<file path="src/rtl/trace_seq_pkg.sv">
package trace_seq_pkg;
  // Strobes from control to datapath for a single cycle.
  typedef struct packed {
    logic loadFrame;  // capture frame values this cycle
    logic useStopSr;  // stacked status comes from the STOP operand
  } seqStrobe_t;
endpackage

</file>
<file path="src/rtl/trace_seq_ctrl.sv">
module trace_seq_ctrl
  import trace_seq_pkg::*;
(
  input  logic       clk,
  input  logic       rstN,
  input  logic       retireValid,
  input  logic       retireExc,
  input  logic       isStop,
  input  logic       curTrace,
  input  logic       newTrace,
  output seqStrobe_t strobe,
  output logic       traceReq
);
  logic plainHit;
  logic stopHit;
  logic fire;

  // Ordinary instruction: traced only when trace mode is on.
  // STOP: traced if tracing was on or the loaded value turns it on.
  always_comb begin
    plainHit = !isStop && curTrace;
    stopHit  = isStop && (curTrace || newTrace);
    fire     = retireValid && !retireExc && (plainHit || stopHit);
    strobe.loadFrame = fire;
    strobe.useStopSr = isStop;
  end

  always_ff @(posedge clk) begin
    if (!rstN) traceReq <= 1'b0;
    else       traceReq <= fire;
  end

  AST_REQ_FOLLOWS_RETIRE: assert property (@(posedge clk) disable iff (!rstN)
    traceReq |-> $past(retireValid));
  AST_EXC_SUPPRESSES: assert property (@(posedge clk) disable iff (!rstN)
    (retireValid && retireExc) |=> !traceReq);
  AST_STOP_ENABLES: assert property (@(posedge clk) disable iff (!rstN)
    (retireValid && isStop && !retireExc && newTrace) |=> traceReq);
  AST_QUIET_WHEN_OFF: assert property (@(posedge clk) disable iff (!rstN)
    (retireValid && !isStop && !curTrace) |=> !traceReq);
  AST_STOP_OLD_TRACE: assert property (@(posedge clk) disable iff (!rstN)
    (retireValid && isStop && !retireExc && curTrace) |=> traceReq);
endmodule

</file>
<file path="src/rtl/trace_seq_dp.sv">
module trace_seq_dp
  import trace_seq_pkg::*;
#(
  parameter int ADDR_W = 32,
  parameter int LEN_W  = 3,
  parameter int SR_W   = 16
) (
  input  logic              clk,
  input  logic              rstN,
  input  seqStrobe_t        strobe,
  input  logic [ADDR_W-1:0] retirePc,
  input  logic [LEN_W-1:0]  retireLen,
  input  logic [SR_W-1:0]   srCur,
  input  logic [SR_W-1:0]   stopImm,
  output logic [ADDR_W-1:0] stackPc,
  output logic [SR_W-1:0]   stackSr
);
  localparam int STEP_W = LEN_W + 1;

  logic [STEP_W-1:0] stepBytes;
  logic [ADDR_W-1:0] nextPc;
  logic [SR_W-1:0]   frameSr;

  always_comb begin
    stepBytes = {retireLen, 1'b0};
    nextPc    = retirePc + ADDR_W'(stepBytes);
    frameSr   = strobe.useStopSr ? stopImm : srCur;
  end

  always_ff @(posedge clk) begin
    if (!rstN) begin
      stackPc <= '0;
      stackSr <= '0;
    end else if (strobe.loadFrame) begin
      stackPc <= nextPc;
      stackSr <= frameSr;
    end
  end

  AST_FRAME_HOLD_PC: assert property (@(posedge clk) disable iff (!rstN)
    !strobe.loadFrame |=> $stable(stackPc));
  AST_FRAME_HOLD_SR: assert property (@(posedge clk) disable iff (!rstN)
    !strobe.loadFrame |=> $stable(stackSr));
  AST_STOP_SR_SOURCE: assert property (@(posedge clk) disable iff (!rstN)
    (strobe.loadFrame && strobe.useStopSr) |=> (stackSr == $past(stopImm)));
endmodule

</file>
<file path="src/rtl/trace_seq.sv">
module trace_seq
  import trace_seq_pkg::*;
#(
  parameter int ADDR_W    = 32,
  parameter int LEN_W     = 3,
  parameter int SR_W      = 16,
  parameter int TRACE_BIT = 15
) (
  input  logic              clk,
  input  logic              rstN,
  input  logic              retireValid,
  input  logic [ADDR_W-1:0] retirePc,
  input  logic [LEN_W-1:0]  retireLen,
  input  logic              retireExc,
  input  logic [SR_W-1:0]   srCur,
  input  logic              isStop,
  input  logic [SR_W-1:0]   stopImm,
  output logic              traceReq,
  output logic [ADDR_W-1:0] stackPc,
  output logic [SR_W-1:0]   stackSr
);
  seqStrobe_t strobe;

  trace_seq_ctrl uCtrl (
    .clk        (clk),
    .rstN       (rstN),
    .retireValid(retireValid),
    .retireExc  (retireExc),
    .isStop     (isStop),
    .curTrace   (srCur[TRACE_BIT]),
    .newTrace   (stopImm[TRACE_BIT]),
    .strobe     (strobe),
    .traceReq   (traceReq)
  );

  trace_seq_dp #(.ADDR_W(ADDR_W), .LEN_W(LEN_W), .SR_W(SR_W)) uDp (
    .clk      (clk),
    .rstN     (rstN),
    .strobe   (strobe),
    .retirePc (retirePc),
    .retireLen(retireLen),
    .srCur    (srCur),
    .stopImm  (stopImm),
    .stackPc  (stackPc),
    .stackSr  (stackSr)
  );

  AST_PULSE_ONE_CYCLE: assert property (@(posedge clk) disable iff (!rstN)
    (traceReq && !$past(retireValid && !retireExc)) |-> 1'b0);
endmodule

</file>
<file path="config.mk">
export PLATFORM = sky130hd
export DESIGN_NAME = trace_seq
export DESIGN_NICKNAME = d
export VERILOG_FILES = /design/src/rtl/trace_seq_pkg.sv /design/src/rtl/trace_seq_ctrl.sv /design/src/rtl/trace_seq_dp.sv /design/src/rtl/trace_seq.sv
export SDC_FILE = /design/constraint.sdc
export NUM_CORES = 1
export LEC_CHECK = 0
export BUFFER_PORTS_ARGS = -buffer_cell sky130_fd_sc_hd__buf_2
export CORE_ASPECT_RATIO = 0.75
export CORE_UTILIZATION = 46
export CTS_CLUSTER_DIAMETER = 150
export DETAILED_ROUTE_END_ITERATION = 10
export PLACE_DENSITY_LB_ADDON = 0.2
export REMOVE_ABC_BUFFERS = 1
export SYNTH_ARGS = -nofsm -noshare
export SYNTH_HDL_FRONTEND = slang
export SYNTH_SLANG_ARGS = --single-unit
</file>
<file path="constraint.sdc">
create_clock -name clk -period 2.5 [get_ports clk]
set_clock_uncertainty 0.1 [all_clocks]
set_input_delay 0.25 -clock clk [delete_from_list [all_inputs] [get_ports clk]]
set_output_delay 0.25 -clock clk [all_outputs]
set_load 0.005 [all_outputs]
</file>
### Word level (Yosys, flattened, before mapping)

Index checks and enable logic that the tools add are counted.
Widths: inputs -> output; s select.

* flip-flop bits (word level): 49
* bits of input ports: 72
* output and inout bits: 49

* add/subtract/negate cells: 1
* mux-type cells: 1
* reductions and logical operators: 8

Operators with widths (number)
* $add 32x4->32: 1
* $mux 16: 1
* $logic_and 1x1->1: 4
* $logic_not 1->1: 2
* $logic_or 1x1->1: 2

### Depth between registers and ports, before layout

Gate-level depths: netlist (run 1).

* depth after elaboration: 4
* gate-level depth with buffers: 7

### Hierarchy

Synthesis (run 1) repeated with hierarchy kept, for this count alone.

* cells, all modules: 307
* area, all modules: 2633.8 um^2

Modules (own cells, without submodules)
* trace_seq_dp: instances 1, cells an instance 300, area each 2563.7 um^2, sequential area each 960.9 um^2
* trace_seq_ctrl: instances 1, cells an instance 7, area each 70.1 um^2, sequential area each 20.0 um^2

### Worst setup path after synthesis (run 1)

OpenSTA, ideal clock, no wires.

* path kind: input port to flip-flop
* from: input port retirePc[1]
* to: register uDp.stackPc[31]
* library setup time: 74 ps
* arrival: 1688 ps
* path slack: 638 ps
* stages on the path: 7
* buffers on the path: 0
* cell sequence: ha_1 -> fa_1 -> a21oi_2 -> nor3_4 -> nand3_1 -> or3_1 -> a31oi_2

* word-level cells in the longest chain between the ends: 1

Ends and longest elaborated chain
* start, declared: RTL line trace_seq.sv:12 `input logic [ADDR_W-1:0] retirePc,`
* $add 32x4->32: RTL line trace_seq_dp.sv:26 `nextPc = retirePc + ADDR_W'(stepBytes);`
* end signal, assigned: RTL line trace_seq_dp.sv:35 `stackPc <= nextPc;`
* end, declared: RTL line trace_seq_dp.sv:15 `output logic [ADDR_W-1:0] stackPc,`

No other way between the ends.
A chain may end at the register's enable or synchronous reset.

### Worst setup path in the final report (run 1)

* from: input port retirePc[3]
* to: register uDp.stackPc[26]

The elaborated chain is that of the path after synthesis.

==> results of run 1 <==
## placed cells by master, fill, tap and decap left out, types with 2 or more instances in the layout
cell type	instances
sky130_fd_sc_hd__buf_2	120
sky130_fd_sc_hd__dfxtp_1	49
sky130_fd_sc_hd__nor2_1	39
sky130_fd_sc_hd__a211oi_1	30
sky130_fd_sc_hd__xor2_1	20
sky130_fd_sc_hd__mux2i_1	19
sky130_fd_sc_hd__nand2_1	17
sky130_fd_sc_hd__nand3_1	11
sky130_fd_sc_hd__o21ai_0	10
sky130_fd_sc_hd__a21oi_1	8
sky130_fd_sc_hd__nand4_1	7
sky130_fd_sc_hd__xnor2_1	7
sky130_fd_sc_hd__o22ai_1	5
sky130_fd_sc_hd__clkbuf_8	5
sky130_fd_sc_hd__and3_1	4
sky130_fd_sc_hd__inv_1	4
sky130_fd_sc_hd__ha_1	3
sky130_fd_sc_hd__buf_4	3
sky130_fd_sc_hd__nor2b_1	2
sky130_fd_sc_hd__and2_1	2
sky130_fd_sc_hd__a211oi_2	2
sky130_fd_sc_hd__bufinv_16	2
## registers in the layout, indices dropped and copies added (netlist names)
name            flops
uDp.stackSr        16
uDp.stackPc        32
uCtrl.traceReq      1
## worst reg2reg max path: stages (launching register included)
cell,delay (ns)
sky130_fd_sc_hd__dfxtp_1,0.31
sky130_fd_sc_hd__nor2b_1,0.12
sky130_fd_sc_hd__o21ai_0,0.15
sky130_fd_sc_hd__o21ai_0,0.10
## final cells by class
type,count,area (um2)
Multi-Input combinational cell,207,1430
Clock buffer,5,68.8
Fill cell,484,1760
Sequential cell,49,981
Clock inverter,3,65.1
Inverter,5,18.8
Timing Repair Buffer,124,643
Tap cell,72,90.1
## final timing paths
| check | startpoint | to | cells past startpoint | slack [ns] |
|---|---|---|---|---|
| worst max-delay path | retirePc[3] | uDp.stackPc[26]$_SDFFE_PN0P_ | 7 | 0.62 |
| worst min-delay path | retirePc[0] | uDp.stackPc[0]$_SDFFE_PN0P_ | 3 | 0.09 |
| worst max register to register | uDp.stackPc[28]$_SDFFE_PN0P_ | uDp.stackPc[28]$_SDFFE_PN0P_ | 3 | 1.60 |
| worst min register to register | uDp.stackPc[22]$_SDFFE_PN0P_ | uDp.stackPc[22]$_SDFFE_PN0P_ | 2 | 0.38 |
## routing by layer
| layer | wire, um | track usage (%) | up-vias |
|---|---|---|---|
| met3 | 387 | 4.74 | 5 |
| met4 | 26 | 5.74 | 0 |
| met5 | 0 | 0 | - |
| met1 | 2970 | 27.2 | 1066 |
| met2 | 2660 | 34.9 | 78 |
| li1 | - | - | 1227 |
## report_power, final
part,leakage (uW),switching (uW),internal [uW]
combinational,0.00103,168,151
clock,0.0000681,255,397
sequential,0.000402,20.9,826
## cell families after synthesis
logic type | synth area share [%]
and+or+nand+nor | 20.3
DFF | 39.2
adders and majority gates | 2.30
AOI/OAI and AO/OA | 17.5
muxes | 7.60
buffers and inverters | 3.70
xor gates and xnor gates | 9.45
## per-stage QoR
stage | instance area [um2] | hold WS, ns | TNS [ns] | util, % | power, uW
global placement | 3170 | 0.358 | 0 | 62.5 | 1180
global route | 3300 | 0.124 | 0 | 65.2 | 1910
detailed placement | 3170 | 0.356 | 0 | 62.5 | 1180
CTS | 3300 | 0.0798 | 0 | 65.2 | 1840
finish | 3300 | 0.0889 | 0 | 65.2 | 1820
floorplan | 2430 | 0.259 | -52.12 | - | 1020
==> report_table.html, run 1 <==
<table>
<tr><th>Metric</th><th>Value</th></tr>
<tr><th colspan="2">Outcome</th></tr>
<tr><td>Run status</td><td>finished clean</td></tr>
<tr><th colspan="2">Logic synthesis</th></tr>
<tr><td>Post-synthesis instance area</td><td>0.00250 mm2</td></tr>
<tr><td>Yosys Warn Count</td><td>0</td></tr>
<tr><td>Cell with the most instances after synthesis</td><td>sky130_fd_sc_hd__dfxtp_1</td></tr>
<tr><td>Distinct cell type count after synthesis</td><td>44</td></tr>
<tr><td>Post-synthesis cell type with the largest combined area</td><td>sky130_fd_sc_hd__dfxtp_1</td></tr>
<tr><td>Synth top area share</td><td>39.2%</td></tr>
<tr><td>Count of mapped cells out of synthesis</td><td>approximately 280</td></tr>
<tr><td>Post-synth EDFFs</td><td>0</td></tr>
<tr><td>Top cell types by occurrence after synthesis</td><td>sky130_fd_sc_hd__dfxtp_1 (49), sky130_fd_sc_hd__nor2_1 (39), sky130_fd_sc_hd__a211oi_1 (30)</td></tr>
<tr><td>Average cell area after synthesis</td><td>9.06 um2</td></tr>
<tr><td>Share of synthesized flip-flops with an asynchronous set or reset</td><td>0%</td></tr>
<tr><td>Sequential cell area fraction in the yosys report</td><td>39.2%</td></tr>
<tr><td>Dominant synthesized flop cell</td><td>sky130_fd_sc_hd__dfxtp_1</td></tr>
<tr><td>Ranking of synthesized cells by area</td><td>sky130_fd_sc_hd__dfxtp_1 (39%), sky130_fd_sc_hd__a211oi_1 (9.0%), sky130_fd_sc_hd__mux2i_1 (7.6%), sky130_fd_sc_hd__xor2_1 (7.0%), sky130_fd_sc_hd__nor2_1 (5.9%)</td></tr>
<tr><td>Number of synthesized register bits</td><td>49</td></tr>
<tr><th colspan="2">Run</th></tr>
<tr><td>Maximum Capacitance Violations</td><td>0</td></tr>
<tr><th colspan="2">Critical path</th></tr>
<tr><td>WP buf/inv</td><td>1</td></tr>
<tr><td>Gate family responsible for the most delay along the worst path</td><td>simple AND/OR/NAND/NOR gates</td></tr>
<tr><td>Crit-path max FO</td><td>7</td></tr>
<tr><td>CP peak stage delay</td><td>0.48 ns</td></tr>
<tr><td>Data required time of the worst path</td><td>2.62 ns</td></tr>
<tr><td>Data arrival at the endpoint of the critical path</td><td>2.00 ns</td></tr>
<tr><td>Highest-delay cell along the critical path</td><td>sky130_fd_sc_hd__nor3_2</td></tr>
<tr><td>Crit-path cells</td><td>buf_2, ha_1, o2111ai_1, nor3_2, nand3_1, xnor2_1, a211oi_1</td></tr>
<tr><td>Worst setup path class</td><td>primary input to register</td></tr>
<tr><td>CP endpoint kind</td><td>register</td></tr>
<tr><td>Type of origin of the critical path</td><td>primary input</td></tr>
<tr><th colspan="2">Layout</th></tr>
<tr><td>Antenna diodes</td><td>0</td></tr>
<tr><td>Post-route insts no fill</td><td>465</td></tr>
<tr><td>Share of cells above drive strength 1</td><td>37.2%</td></tr>
<tr><td>Final net count</td><td>about 470</td></tr>
<tr><td>Area Overhead vs Synth</td><td>32.0%</td></tr>
<tr><th colspan="2">Die</th></tr>
<tr><td>Area of the core region</td><td>0.00506 mm2</td></tr>
<tr><td>Horizontal extent of the die</td><td>87.1 um</td></tr>
<tr><td>Number of top-level pins</td><td>between 100 and 150</td></tr>
<tr><td>Area of the die</td><td>0.00574 mm2</td></tr>
<tr><td>Initial standard-cell utilization of the core</td><td>49.4%</td></tr>
<tr><td>Die span in y</td><td>65.9 um</td></tr>
<tr><td>Rows</td><td>22</td></tr>
<tr><th colspan="2">STA</th></tr>
<tr><td>Final hold violation count</td><td>0</td></tr>
<tr><td>Final Worst Setup Slack</td><td>0.616 ns</td></tr>
<tr><td>Highest clock rate</td><td>around 530 MHz</td></tr>
<tr><td>Remaining max-slew budget at the tightest pin</td><td>~62%</td></tr>
<tr><td>Setup violations, final</td><td>0</td></tr>
<tr><td>Post-route fraction of the period consumed by the critical path</td><td>75.4%</td></tr>
<tr><td>Transition time at the pin with the least slew margin</td><td>0.563 ns</td></tr>
<tr><td>Total count of max-transition violations in the final report</td><td>0</td></tr>
<tr><td>Setup repair after global routing missed its margin</td><td>no</td></tr>
<tr><td>Final critical path time including I/O delays and setup</td><td>~1.9 ns</td></tr>
<tr><th colspan="2">CTS</th></tr>
<tr><td>Cell at the root of the clock tree</td><td>sky130_fd_sc_hd__clkbuf_8</td></tr>
<tr><td>Number of buffers added to fix hold violations after cts</td><td>0</td></tr>
<tr><td>Worst-path clk slew</td><td>0.09 ns</td></tr>
<tr><td>Clk buf depth</td><td>2</td></tr>
<tr><td>TritonCTS sink count</td><td>slightly below 50</td></tr>
<tr><td>Resized Gates After CTS</td><td>0</td></tr>
<tr><td>H-tree levels</td><td>2</td></tr>
<tr><td>Post CTS Setup Buffer Count</td><td>0</td></tr>
<tr><td>Clock network latency to the later pin of the worst-skew pair</td><td>0.29 ns</td></tr>
<tr><td>Clock tree from TritonCTS</td><td>done</td></tr>
<tr><td>Total clock buffers created by CTS</td><td>5</td></tr>
<tr><th colspan="2">Hold path</th></tr>
<tr><td>Hold crit path type</td><td>primary input to register</td></tr>
<tr><th colspan="2">Place</th></tr>
<tr><td>Placed cell count</td><td>457</td></tr>
<tr><td>DPL Wire Length</td><td>4.50 mm</td></tr>
<tr><td>Buffers added on ports</td><td>120</td></tr>
<tr><td>Weighted congestion at the end of routability-driven global placement</td><td>just under 0.9</td></tr>
<tr><td>Pre-CTS worst setup slack</td><td>0.310 ns</td></tr>
<tr><th colspan="2">Drt</th></tr>
<tr><td>DRC errors left</td><td>0</td></tr>
<tr><td>Routed wire length per instance</td><td>13.0 um</td></tr>
<tr><td>Number of detailed-routing iterations run before antenna repair</td><td>4</td></tr>
<tr><td>Final wirelength</td><td>6.04 mm</td></tr>
<tr><td>Total vias in the final route</td><td>2376</td></tr>
<tr><td>Detail Route Antenna Nets</td><td>0</td></tr>
<tr><td>Iteration-0 DRC count of the detailed router</td><td>78</td></tr>
<tr><td>Routed vias/inst</td><td>5.11</td></tr>
<tr><th colspan="2">Global route</th></tr>
<tr><td>Grt total ovfl</td><td>0</td></tr>
<tr><td>Pin count of the biggest net entering global routing</td><td>90</td></tr>
<tr><td>Number of global-route vias before repair</td><td>approximately 2200</td></tr>
<tr><td>Overall fraction of global-route tracks in use</td><td>a little over a fifth</td></tr>
<tr><td>First-pass GRT wire length</td><td>around 9.4 mm</td></tr>
<tr><td>Initial antenna violation count</td><td>0</td></tr>
<tr><th colspan="2">Pwr</th></tr>
<tr><td>Power per cell area</td><td>550 mW/mm2</td></tr>
<tr><td>Leak pwr</td><td>0.00150 uW</td></tr>
<tr><td>Worst-case vdd ir drop</td><td>238 uV</td></tr>
</table>
(Power assumes the default switching activity.)
==> run 2, diff against run 1 <==
- clock period: 2.5 -> 1.9 ns (I/O delays scaled with it)
==> run 2 against run 1 <==
  * Worst setup slack lost 0.44 ns
  * Die area did not move
  * First-iteration DRC count increased by 10%
  * Register-to-register slack got worse by 0.59 ns
  * Clock-buffer cell count unchanged
==> report_table.html, run 2 (same netlist as run 1, synthesis figures left out) <==
<table>
<tr><th>Metric</th><th>Value</th></tr>
<tr><th colspan="2">Layout</th></tr>
<tr><td>Filler Cell Count</td><td>475 (was 484)</td></tr>
<tr><td>Final Util</td><td>65.3% (was 65.2%)</td></tr>
<tr><td>Top library cells by usage in the layout, fill and taps aside</td><td>sky130_fd_sc_hd__buf_2 (120), sky130_fd_sc_hd__dfxtp_1 (49), sky130_fd_sc_hd__nor2_1 (39), sky130_fd_sc_hd__a211oi_1 (30), sky130_fd_sc_hd__xor2_1 (20) (unchanged)</td></tr>
<tr><td>Post-route insts no fill</td><td>469 (was 465)</td></tr>
<tr><td>Max reg flops</td><td>32 (unchanged)</td></tr>
<tr><td>Top Registers</td><td>uDp.stackPc: 32 flops, uDp.stackSr: 16 flops, uCtrl.traceReq: 1 flops (unchanged)</td></tr>
<tr><td>Most common cell after layout, fill and taps aside</td><td>sky130_fd_sc_hd__buf_2 (unchanged)</td></tr>
<tr><td>Area Overhead vs Synth</td><td>32.3% (was 32.0%)</td></tr>
<tr><td>Most flops, register</td><td>uDp.stackPc (unchanged)</td></tr>
<tr><td>Antenna diodes</td><td>0 (unchanged)</td></tr>
<tr><td>Final net count</td><td>473 (was 468)</td></tr>
<tr><td>Share of cells above drive strength 1</td><td>37.8% (was 37.2%)</td></tr>
<tr><th colspan="2">Die</th></tr>
<tr><td>Initial standard-cell utilization of the core</td><td>49.4% (unchanged)</td></tr>
<tr><td>Area of the core region</td><td>0.00506 mm2 (unchanged)</td></tr>
<tr><td>Die span in y</td><td>65.9 um (unchanged)</td></tr>
<tr><td>Rows</td><td>22 (unchanged)</td></tr>
<tr><td>Horizontal extent of the die</td><td>87.1 um (unchanged)</td></tr>
<tr><td>Number of top-level pins</td><td>121 (unchanged)</td></tr>
<tr><td>Area of the die</td><td>0.00574 mm2 (unchanged)</td></tr>
<tr><th colspan="2">Place</th></tr>
<tr><td>DPL Wire Length</td><td>4.46 mm (was 4.50 mm)</td></tr>
<tr><td>Placed cell count</td><td>462 (was 457)</td></tr>
<tr><td>Pre-CTS worst setup slack</td><td>-0.149 ns (was 0.310 ns)</td></tr>
<tr><td>Buffers added on ports</td><td>120 (unchanged)</td></tr>
<tr><td>Weighted congestion at the end of routability-driven global placement</td><td>0.857 (was 0.867)</td></tr>
<tr><th colspan="2">Drt</th></tr>
<tr><td>Iteration-0 DRC count of the detailed router</td><td>86 (was 78)</td></tr>
<tr><td>Number of detailed-routing iterations run before antenna repair</td><td>5 (was 4)</td></tr>
<tr><td>Routed vias/inst</td><td>5.10 (was 5.11)</td></tr>
<tr><td>DRC errors left</td><td>0 (unchanged)</td></tr>
<tr><td>Final wirelength</td><td>5.83 mm (was 6.04 mm)</td></tr>
<tr><td>Total vias in the final route</td><td>2392 (was 2376)</td></tr>
<tr><td>Routed wire length per instance</td><td>12.4 um (was 13.0 um)</td></tr>
<tr><td>Detail Route Antenna Nets</td><td>0 (unchanged)</td></tr>
<tr><th colspan="2">Pwr</th></tr>
<tr><td>P_int</td><td>1670 uW (was 1370 uW)</td></tr>
<tr><td>Power per cell area</td><td>680 mW/mm2 (was 550 mW/mm2)</td></tr>
<tr><td>Fraction of power consumed by the clock network</td><td>31.6% (was 35.9%)</td></tr>
<tr><td>Leak pwr</td><td>0.00152 uW (was 0.00150 uW)</td></tr>
<tr><td>Fraction of power spent switching nets</td><td>25.6% (was 24.4%)</td></tr>
<tr><td>Part of the power in registers</td><td>49.5% (was 46.6%)</td></tr>
<tr><td>Overall Power</td><td>2250 uW (was 1820 uW)</td></tr>
<tr><td>Comb pwr share</td><td>18.9% (was 17.5%)</td></tr>
<tr><td>Switching pwr</td><td>575 uW (was 443 uW)</td></tr>
<tr><td>Worst-case vdd ir drop</td><td>323 uV (was 238 uV)</td></tr>
<tr><th colspan="2">STA</th></tr>
<tr><td>Transition time at the pin with the least slew margin</td><td>0.459 ns (was 0.563 ns)</td></tr>
<tr><td>Setup repair after global routing missed its margin</td><td>no (unchanged)</td></tr>
<tr><td>Setup violations, final</td><td>0 (unchanged)</td></tr>
<tr><td>Highest clock rate</td><td>580 MHz</td></tr>
<tr><td>Final hold violation count</td><td>0 (unchanged)</td></tr>
<tr><td>Post-route fraction of the period consumed by the critical path</td><td>90.7%</td></tr>
<tr><td>Total count of max-transition violations in the final report</td><td>0 (unchanged)</td></tr>
<tr><td>Final critical path time including I/O delays and setup</td><td>1.72 ns</td></tr>
<tr><td>Remaining max-slew budget at the tightest pin</td><td>69.2% (was 62.3%)</td></tr>
<tr><td>Final Worst Setup Slack</td><td>0.177 ns (was 0.616 ns)</td></tr>
<tr><th colspan="2">CTS</th></tr>
<tr><td>Number of buffers added to fix hold violations after cts</td><td>0 (unchanged)</td></tr>
<tr><td>Clock network latency to the later pin of the worst-skew pair</td><td>0.29 ns (about the same)</td></tr>
<tr><td>Worst-path clk slew</td><td>0.09 ns (about the same)</td></tr>
<tr><td>H-tree levels</td><td>2 (unchanged)</td></tr>
<tr><td>TritonCTS sink count</td><td>49 (unchanged)</td></tr>
<tr><td>Clock tree from TritonCTS</td><td>done (unchanged)</td></tr>
<tr><td>Resized Gates After CTS</td><td>0 (unchanged)</td></tr>
<tr><td>Cell at the root of the clock tree</td><td>sky130_fd_sc_hd__clkbuf_8 (unchanged)</td></tr>
<tr><td>Clk buf depth</td><td>2 (unchanged)</td></tr>
<tr><td>Total clock buffers created by CTS</td><td>5 (unchanged)</td></tr>
<tr><td>Post CTS Setup Buffer Count</td><td>0 (unchanged)</td></tr>
<tr><th colspan="2">Critical path</th></tr>
<tr><td>Data arrival at the endpoint of the critical path</td><td>1.86 ns (was 2.00 ns)</td></tr>
<tr><td>CP endpoint kind</td><td>register (unchanged)</td></tr>
<tr><td>Worst setup path class</td><td>primary input to register (unchanged)</td></tr>
<tr><td>RR Endpoint</td><td>uDp.stackPc[28]$_SDFFE_PN0P_ (unchanged)</td></tr>
<tr><td>Reg-to-reg slack, setup</td><td>1.01 ns (was 1.60 ns)</td></tr>
<tr><td>Critical Path Source</td><td>retirePc[1] (was retirePc[3])</td></tr>
<tr><td>Type of origin of the critical path</td><td>primary input (unchanged)</td></tr>
<tr><td>Data required time of the worst path</td><td>2.03 ns (was 2.62 ns)</td></tr>
<tr><td>Crit path capture</td><td>uDp.stackPc[31]$_SDFFE_PN0P_ (was uDp.stackPc[26]$_SDFFE_PN0P_)</td></tr>
<tr><td>Number of cell instances on the worst register-to-register path</td><td>3 (unchanged)</td></tr>
<tr><td>Worst r2r src</td><td>uDp.stackPc[28]$_SDFFE_PN0P_ (unchanged)</td></tr>
<tr><td>Crit-path max FO</td><td>10 (was 7)</td></tr>
<tr><th colspan="2">Global route</th></tr>
<tr><td>Number of global-route vias before repair</td><td>2084 (was 2151)</td></tr>
<tr><td>Pin count of the biggest net entering global routing</td><td>52 (was 90)</td></tr>
<tr><td>First-pass GRT wire length</td><td>9.38 mm (was 9.41 mm)</td></tr>
<tr><td>Grt total ovfl</td><td>0 (unchanged)</td></tr>
<tr><td>Overall fraction of global-route tracks in use</td><td>20.6% (was 20.9%)</td></tr>
<tr><td>Initial antenna violation count</td><td>0 (unchanged)</td></tr>
<tr><th colspan="2">Hold path</th></tr>
<tr><td>Hold crit path type</td><td>primary input to register (unchanged)</td></tr>
<tr><th colspan="2">Run</th></tr>
<tr><td>Maximum Capacitance Violations</td><td>0 (unchanged)</td></tr>
<tr><th colspan="2">Outcome</th></tr>
<tr><td>Run status</td><td>finished clean (unchanged)</td></tr>
</table>
run 2: cell count changes in the layout (fill, tap and decap cells not counted), sizes merged:
cell	previous run	this run
buf	124	129
bufinv	2	1
run 2: through the flow:
stage	TNS [ns]	area [um2]	hold WS, ns
3_3_place_gp	-0.135	3200	0.324
5_1_grt	0	3310	0.0665
3_5_place_dp	-0.546	3200	0.340
4_1_cts	0	3310	0.0251
2_1_floorplan	-78.58	2430	0.199
6_report	0	3310	0.0353
run 2: critical path, stage by stage:
cell and delay, ns:
sky130_fd_sc_hd__buf_2 0.08, sky130_fd_sc_hd__ha_1 0.18, sky130_fd_sc_hd__fa_1 0.24, sky130_fd_sc_hd__a21oi_2 0.10
sky130_fd_sc_hd__nor3_4 0.43, sky130_fd_sc_hd__nand3_1 0.14, sky130_fd_sc_hd__or3_1 0.33, sky130_fd_sc_hd__a31oi_2 0.15
run 2: routing by layer:
| metal | global-route usage (%) | share of wire, % | up-vias | wire, um |
|---|---|---|---|---|
| li1 | - | - | 1232 | - |
| met1 | 27.8 | 48 | 1078 | 2810 |
| met2 | 34.4 | 45 | 80 | 2610 |
| met3 | 4.37 | 6.8 | 2 | 398 |
| met4 | 3.69 | 0.31 | 0 | 18 |
| met5 | 0 | 0 | - | 0 |
run 2: cell type report:
class                   instances  area (um2)  area share [%]
multi-input cells             207        1430            43.3
flip-flops and latches         49         981            29.7
repair buffers                129         681            20.6
well taps                      72        90.1            2.72
clock buffers                   5        68.8            2.08
clock inverters                 2        35.0            1.06
inverters                       5        18.8           0.567
run 2: how the worst min path moves through the flow:
stage	startpoint	cells after the start	to	slack [ns]
floorplan	isStop	1	uDp.stackSr[15]$_SDFFE_PN0P_	0.20
global placement	retirePc[0]	3	uDp.stackPc[0]$_SDFFE_PN0P_	0.32
detailed placement	retirePc[0]	3	uDp.stackPc[0]$_SDFFE_PN0P_	0.34
CTS	retirePc[0]	3	uDp.stackPc[0]$_SDFFE_PN0P_	0.03
global route	retirePc[0]	3	uDp.stackPc[0]$_SDFFE_PN0P_	0.07
finish	retirePc[0]	3	uDp.stackPc[0]$_SDFFE_PN0P_	0.04
run 2: power by group through the flow:
stage / logic (uW) / registers (uW) / clock network (uW)
4_1_cts: 429 / 1110 / 736
3_3_place_gp: 420 / 1140 / 0
3_5_place_dp: 427 / 1140 / 0
5_1_grt: 473 / 1120 / 787
6_report: 425 / 1110 / 711
2_1_floorplan: 199 / 1140 / 0
==> run 3, diff against run 2 <==
- CORE_MARGIN: default -> 2
==> run 3 against run 2 <==
  * Clock-buffer cell count increased by 2
  * Wire length increased by 2.4%
  * Worst setup slack got worse by 0.0012 ns
  * Die area increased by 5.4%
  * Combinational power decreased by 1%
  * Critical path depth decreased by 1
  * Non-clock buffer count decreased by 3
  * Via count decreased by 2.0%
==> report_table.html, run 3 (same netlist as run 1, synthesis figures left out) <==
<table>
<tr><th>Metric</th><th>Value</th></tr>
<tr><th colspan="2">CTS</th></tr>
<tr><td>Post CTS Setup Buffer Count</td><td>0 (unchanged)</td></tr>
<tr><td>Clk buf depth</td><td>2 (unchanged)</td></tr>
<tr><td>Cell at the root of the clock tree</td><td>sky130_fd_sc_hd__clkbuf_8 (unchanged)</td></tr>
<tr><td>Resized Gates After CTS</td><td>0 (unchanged)</td></tr>
<tr><td>H-tree levels</td><td>2 (unchanged)</td></tr>
<tr><td>Worst-path clk slew</td><td>0.09 ns (about the same)</td></tr>
<tr><td>Total clock buffers created by CTS</td><td>5 (unchanged)</td></tr>
<tr><td>Clock network latency to the later pin of the worst-skew pair</td><td>0.29 ns (about the same)</td></tr>
<tr><td>Clock tree from TritonCTS</td><td>done (unchanged)</td></tr>
<tr><td>Number of buffers added to fix hold violations after cts</td><td>0 (unchanged)</td></tr>
<tr><td>TritonCTS sink count</td><td>49 (unchanged)</td></tr>
<tr><th colspan="2">Die</th></tr>
<tr><td>Initial standard-cell utilization of the core</td><td>47.2% (was 49.4%)</td></tr>
<tr><td>Area of the core region</td><td>0.00530 mm2 (was 0.00506 mm2)</td></tr>
<tr><td>Number of top-level pins</td><td>121 (unchanged)</td></tr>
<tr><td>Area of the die</td><td>0.00605 mm2 (was 0.00574 mm2)</td></tr>
<tr><td>Horizontal extent of the die</td><td>89.1 um (was 87.1 um)</td></tr>
<tr><td>Die span in y</td><td>67.9 um (was 65.9 um)</td></tr>
<tr><td>Rows</td><td>23 (was 22)</td></tr>
<tr><th colspan="2">Critical path</th></tr>
<tr><td>Highest-delay cell along the critical path</td><td>sky130_fd_sc_hd__nor3_2 (was sky130_fd_sc_hd__nor3_4)</td></tr>
<tr><td>Crit-path cells</td><td>buf_2, ha_1, o2111ai_1, nor3_2, nand3_1, xnor2_1, a211oi_1 (was buf_2, ha_1, fa_1, a21oi_2, nor3_4, nand3_1, or3_1, a31oi_2)</td></tr>
<tr><td>CP endpoint kind</td><td>register (unchanged)</td></tr>
<tr><td>RR Endpoint</td><td>uDp.stackPc[28]$_SDFFE_PN0P_ (unchanged)</td></tr>
<tr><td>Number of cell instances on the worst register-to-register path</td><td>3 (unchanged)</td></tr>
<tr><td>Reg-to-reg slack, setup</td><td>0.99 ns (was 1.01 ns)</td></tr>
<tr><td>Critical Path Source</td><td>retirePc[3] (was retirePc[1])</td></tr>
<tr><td>Data arrival at the endpoint of the critical path</td><td>1.84 ns (was 1.86 ns)</td></tr>
<tr><td>Worst setup path class</td><td>primary input to register (unchanged)</td></tr>
<tr><td>Worst r2r src</td><td>uDp.stackPc[28]$_SDFFE_PN0P_ (unchanged)</td></tr>
<tr><td>WP buf/inv</td><td>1 (unchanged)</td></tr>
<tr><td>Data required time of the worst path</td><td>2.01 ns (was 2.03 ns)</td></tr>
<tr><td>Crit-path max FO</td><td>7 (was 10)</td></tr>
<tr><td>CP peak stage delay</td><td>0.39 ns (was 0.43 ns)</td></tr>
<tr><td>Gate family responsible for the most delay along the worst path</td><td>simple AND/OR/NAND/NOR gates (unchanged)</td></tr>
<tr><td>Type of origin of the critical path</td><td>primary input (unchanged)</td></tr>
<tr><th colspan="2">STA</th></tr>
<tr><td>Remaining max-slew budget at the tightest pin</td><td>69.1% (was 69.2%)</td></tr>
<tr><td>Sum of negative setup slack</td><td>0 ns (unchanged)</td></tr>
<tr><td>Post-route fraction of the period consumed by the critical path</td><td>90.8% (was 90.7%)</td></tr>
<tr><td>Final hold violation count</td><td>0 (unchanged)</td></tr>
<tr><td>Final Worst Setup Slack</td><td>0.176 ns (was 0.177 ns)</td></tr>
<tr><td>Setup violations, final</td><td>0 (unchanged)</td></tr>
<tr><td>Total count of max-transition violations in the final report</td><td>0 (unchanged)</td></tr>
<tr><td>Final critical path time including I/O delays and setup</td><td>1.72 ns (about the same)</td></tr>
<tr><td>Transition time at the pin with the least slew margin</td><td>0.460 ns (was 0.459 ns)</td></tr>
<tr><td>Highest clock rate</td><td>580 MHz (about the same)</td></tr>
<tr><td>Setup repair after global routing missed its margin</td><td>no (unchanged)</td></tr>
<tr><th colspan="2">Hold path</th></tr>
<tr><td>Endpoint of the worst hold-timing path</td><td>uDp.stackPc[0]$_SDFFE_PN0P_ (unchanged)</td></tr>
<tr><td>Hold crit path type</td><td>primary input to register (unchanged)</td></tr>
<tr><td>Hold Path Stages</td><td>3 (unchanged)</td></tr>
<tr><td>HP Start</td><td>retirePc[0] (unchanged)</td></tr>
<tr><th colspan="2">Global route</th></tr>
<tr><td>Overall fraction of global-route tracks in use</td><td>19.1% (was 20.6%)</td></tr>
<tr><td>Grt total ovfl</td><td>0 (unchanged)</td></tr>
<tr><td>Pin count of the biggest net entering global routing</td><td>58 (was 52)</td></tr>
<tr><td>Initial antenna violation count</td><td>0 (unchanged)</td></tr>
<tr><td>Number of global-route vias before repair</td><td>2029 (was 2084)</td></tr>
<tr><td>First-pass GRT wire length</td><td>9.05 mm (was 9.38 mm)</td></tr>
<tr><th colspan="2">Layout</th></tr>
<tr><td>Most common cell after layout, fill and taps aside</td><td>sky130_fd_sc_hd__buf_2 (unchanged)</td></tr>
<tr><td>Most flops, register</td><td>uDp.stackPc (unchanged)</td></tr>
<tr><td>Top Registers</td><td>uDp.stackPc: 32 flops, uDp.stackSr: 16 flops, uCtrl.traceReq: 1 flops (unchanged)</td></tr>
<tr><td>Final net count</td><td>470 (was 473)</td></tr>
<tr><td>Post-route insts no fill</td><td>470 (was 469)</td></tr>
<tr><td>Final non-filler cell area</td><td>0.00329 mm2 (was 0.00331 mm2)</td></tr>
<tr><td>Filler Cell Count</td><td>527 (was 475)</td></tr>
<tr><td>Max reg flops</td><td>32 (unchanged)</td></tr>
<tr><td>Antenna diodes</td><td>0 (unchanged)</td></tr>
<tr><td>Area Overhead vs Synth</td><td>31.4% (was 32.3%)</td></tr>
<tr><td>Share of cells above drive strength 1</td><td>37.5% (was 37.8%)</td></tr>
<tr><td>Top library cells by usage in the layout, fill and taps aside</td><td>sky130_fd_sc_hd__buf_2 (120), sky130_fd_sc_hd__dfxtp_1 (49), sky130_fd_sc_hd__nor2_1 (39), sky130_fd_sc_hd__a211oi_1 (30), sky130_fd_sc_hd__xor2_1 (20) (unchanged)</td></tr>
<tr><th colspan="2">Drt</th></tr>
<tr><td>Number of detailed-routing iterations run before antenna repair</td><td>4 (was 5)</td></tr>
<tr><td>Detail Route Antenna Nets</td><td>0 (unchanged)</td></tr>
<tr><td>Routed vias/inst</td><td>4.99 (was 5.10)</td></tr>
<tr><td>Routed wire length per instance</td><td>12.7 um (was 12.4 um)</td></tr>
<tr><td>Total vias in the final route</td><td>2345 (was 2392)</td></tr>
<tr><td>DRC errors left</td><td>0 (unchanged)</td></tr>
<tr><td>Iteration-0 DRC count of the detailed router</td><td>67 (was 86)</td></tr>
<tr><td>Final wirelength</td><td>5.97 mm (was 5.83 mm)</td></tr>
<tr><th colspan="2">Pwr</th></tr>
<tr><td>Worst-case vdd ir drop</td><td>357 uV (was 323 uV)</td></tr>
<tr><td>Power per cell area</td><td>671 mW/mm2 (was 680 mW/mm2)</td></tr>
<tr><td>Leak pwr</td><td>0.00150 uW (was 0.00152 uW)</td></tr>
<tr><th colspan="2">Place</th></tr>
<tr><td>DPL Wire Length</td><td>4.56 mm (was 4.46 mm)</td></tr>
<tr><td>Placed Area</td><td>0.00319 mm2 (was 0.00320 mm2)</td></tr>
<tr><td>Weighted congestion at the end of routability-driven global placement</td><td>0.772 (was 0.857)</td></tr>
<tr><td>Buffers added on ports</td><td>120 (unchanged)</td></tr>
<tr><td>Pre-CTS worst setup slack</td><td>-0.143 ns (was -0.149 ns)</td></tr>
<tr><td>Placed cell count</td><td>462 (unchanged)</td></tr>
<tr><th colspan="2">Run</th></tr>
<tr><td>Maximum Capacitance Violations</td><td>0 (unchanged)</td></tr>
<tr><th colspan="2">Outcome</th></tr>
<tr><td>Run status</td><td>finished clean (unchanged)</td></tr>
</table>
## run 3: cell type report
cell class                      count  area, um2  area share, %
Clock buffer                        7       96.3           2.93
Inverter                            5       18.8          0.571
Multi-Input combinational cell    207       1430           43.6
Timing Repair Buffer              126        658           20.0
Sequential cell                    49        981           29.8
Clock inverter                      1       5.00          0.152
Tap cell                           75       93.8           2.85
## run 3: worst max path at each step
stage                                         endpoint  slack (ns)  depth (start not counted)
after floorplan           uDp.stackPc[16]$_SDFFE_PN0P_       -1.99                          4
after global placement    uDp.stackPc[31]$_SDFFE_PN0P_       -0.09                          8
after CTS                 uDp.stackPc[31]$_SDFFE_PN0P_        0.17                          8
final                     uDp.stackPc[26]$_SDFFE_PN0P_        0.18                          7
after global routing      uDp.stackPc[26]$_SDFFE_PN0P_        0.05                          7
after detailed placement  uDp.stackPc[31]$_SDFFE_PN0P_       -0.14                          8
## run 3: through the flow
step                hold slack (ns)  utilization [%]  total power (uW)
finish                       0.0308             62.1              2210
global route                 0.0692             62.1              2320
CTS                          0.0241             62.1              2230
detailed placement            0.344             60.2              1560
global placement              0.325             60.2              1550
floorplan                     0.199                -              1340
## run 3: routing by layer
| layer | GRT usage (%) | routed length (um) | vias to the layer above |
|---|---|---|---|
| met3 | 4.10 | 316 | 5 |
| met1 | 26.0 | 2850 | 1044 |
| met2 | 31.3 | 2770 | 59 |
| li1 | - | - | 1237 |
| met5 | 0 | 0 | - |
| met4 | 4.48 | 34 | 0 |
## run 3: where the power goes
| part | switching, uW | internal, uW |
|---|---|---|
| clock | 342 | 330 |
| sequential | 27.2 | 1090 |
| combinational | 218 | 201 |
| total | 587 | 1620 |
## run 3: worst reg2reg max path, cell delays in order, from the launching register on
cell,delay [ns]
sky130_fd_sc_hd__dfxtp_1,0.32
sky130_fd_sc_hd__nor2b_1,0.12
sky130_fd_sc_hd__o21ai_0,0.15
sky130_fd_sc_hd__o21ai_0,0.09
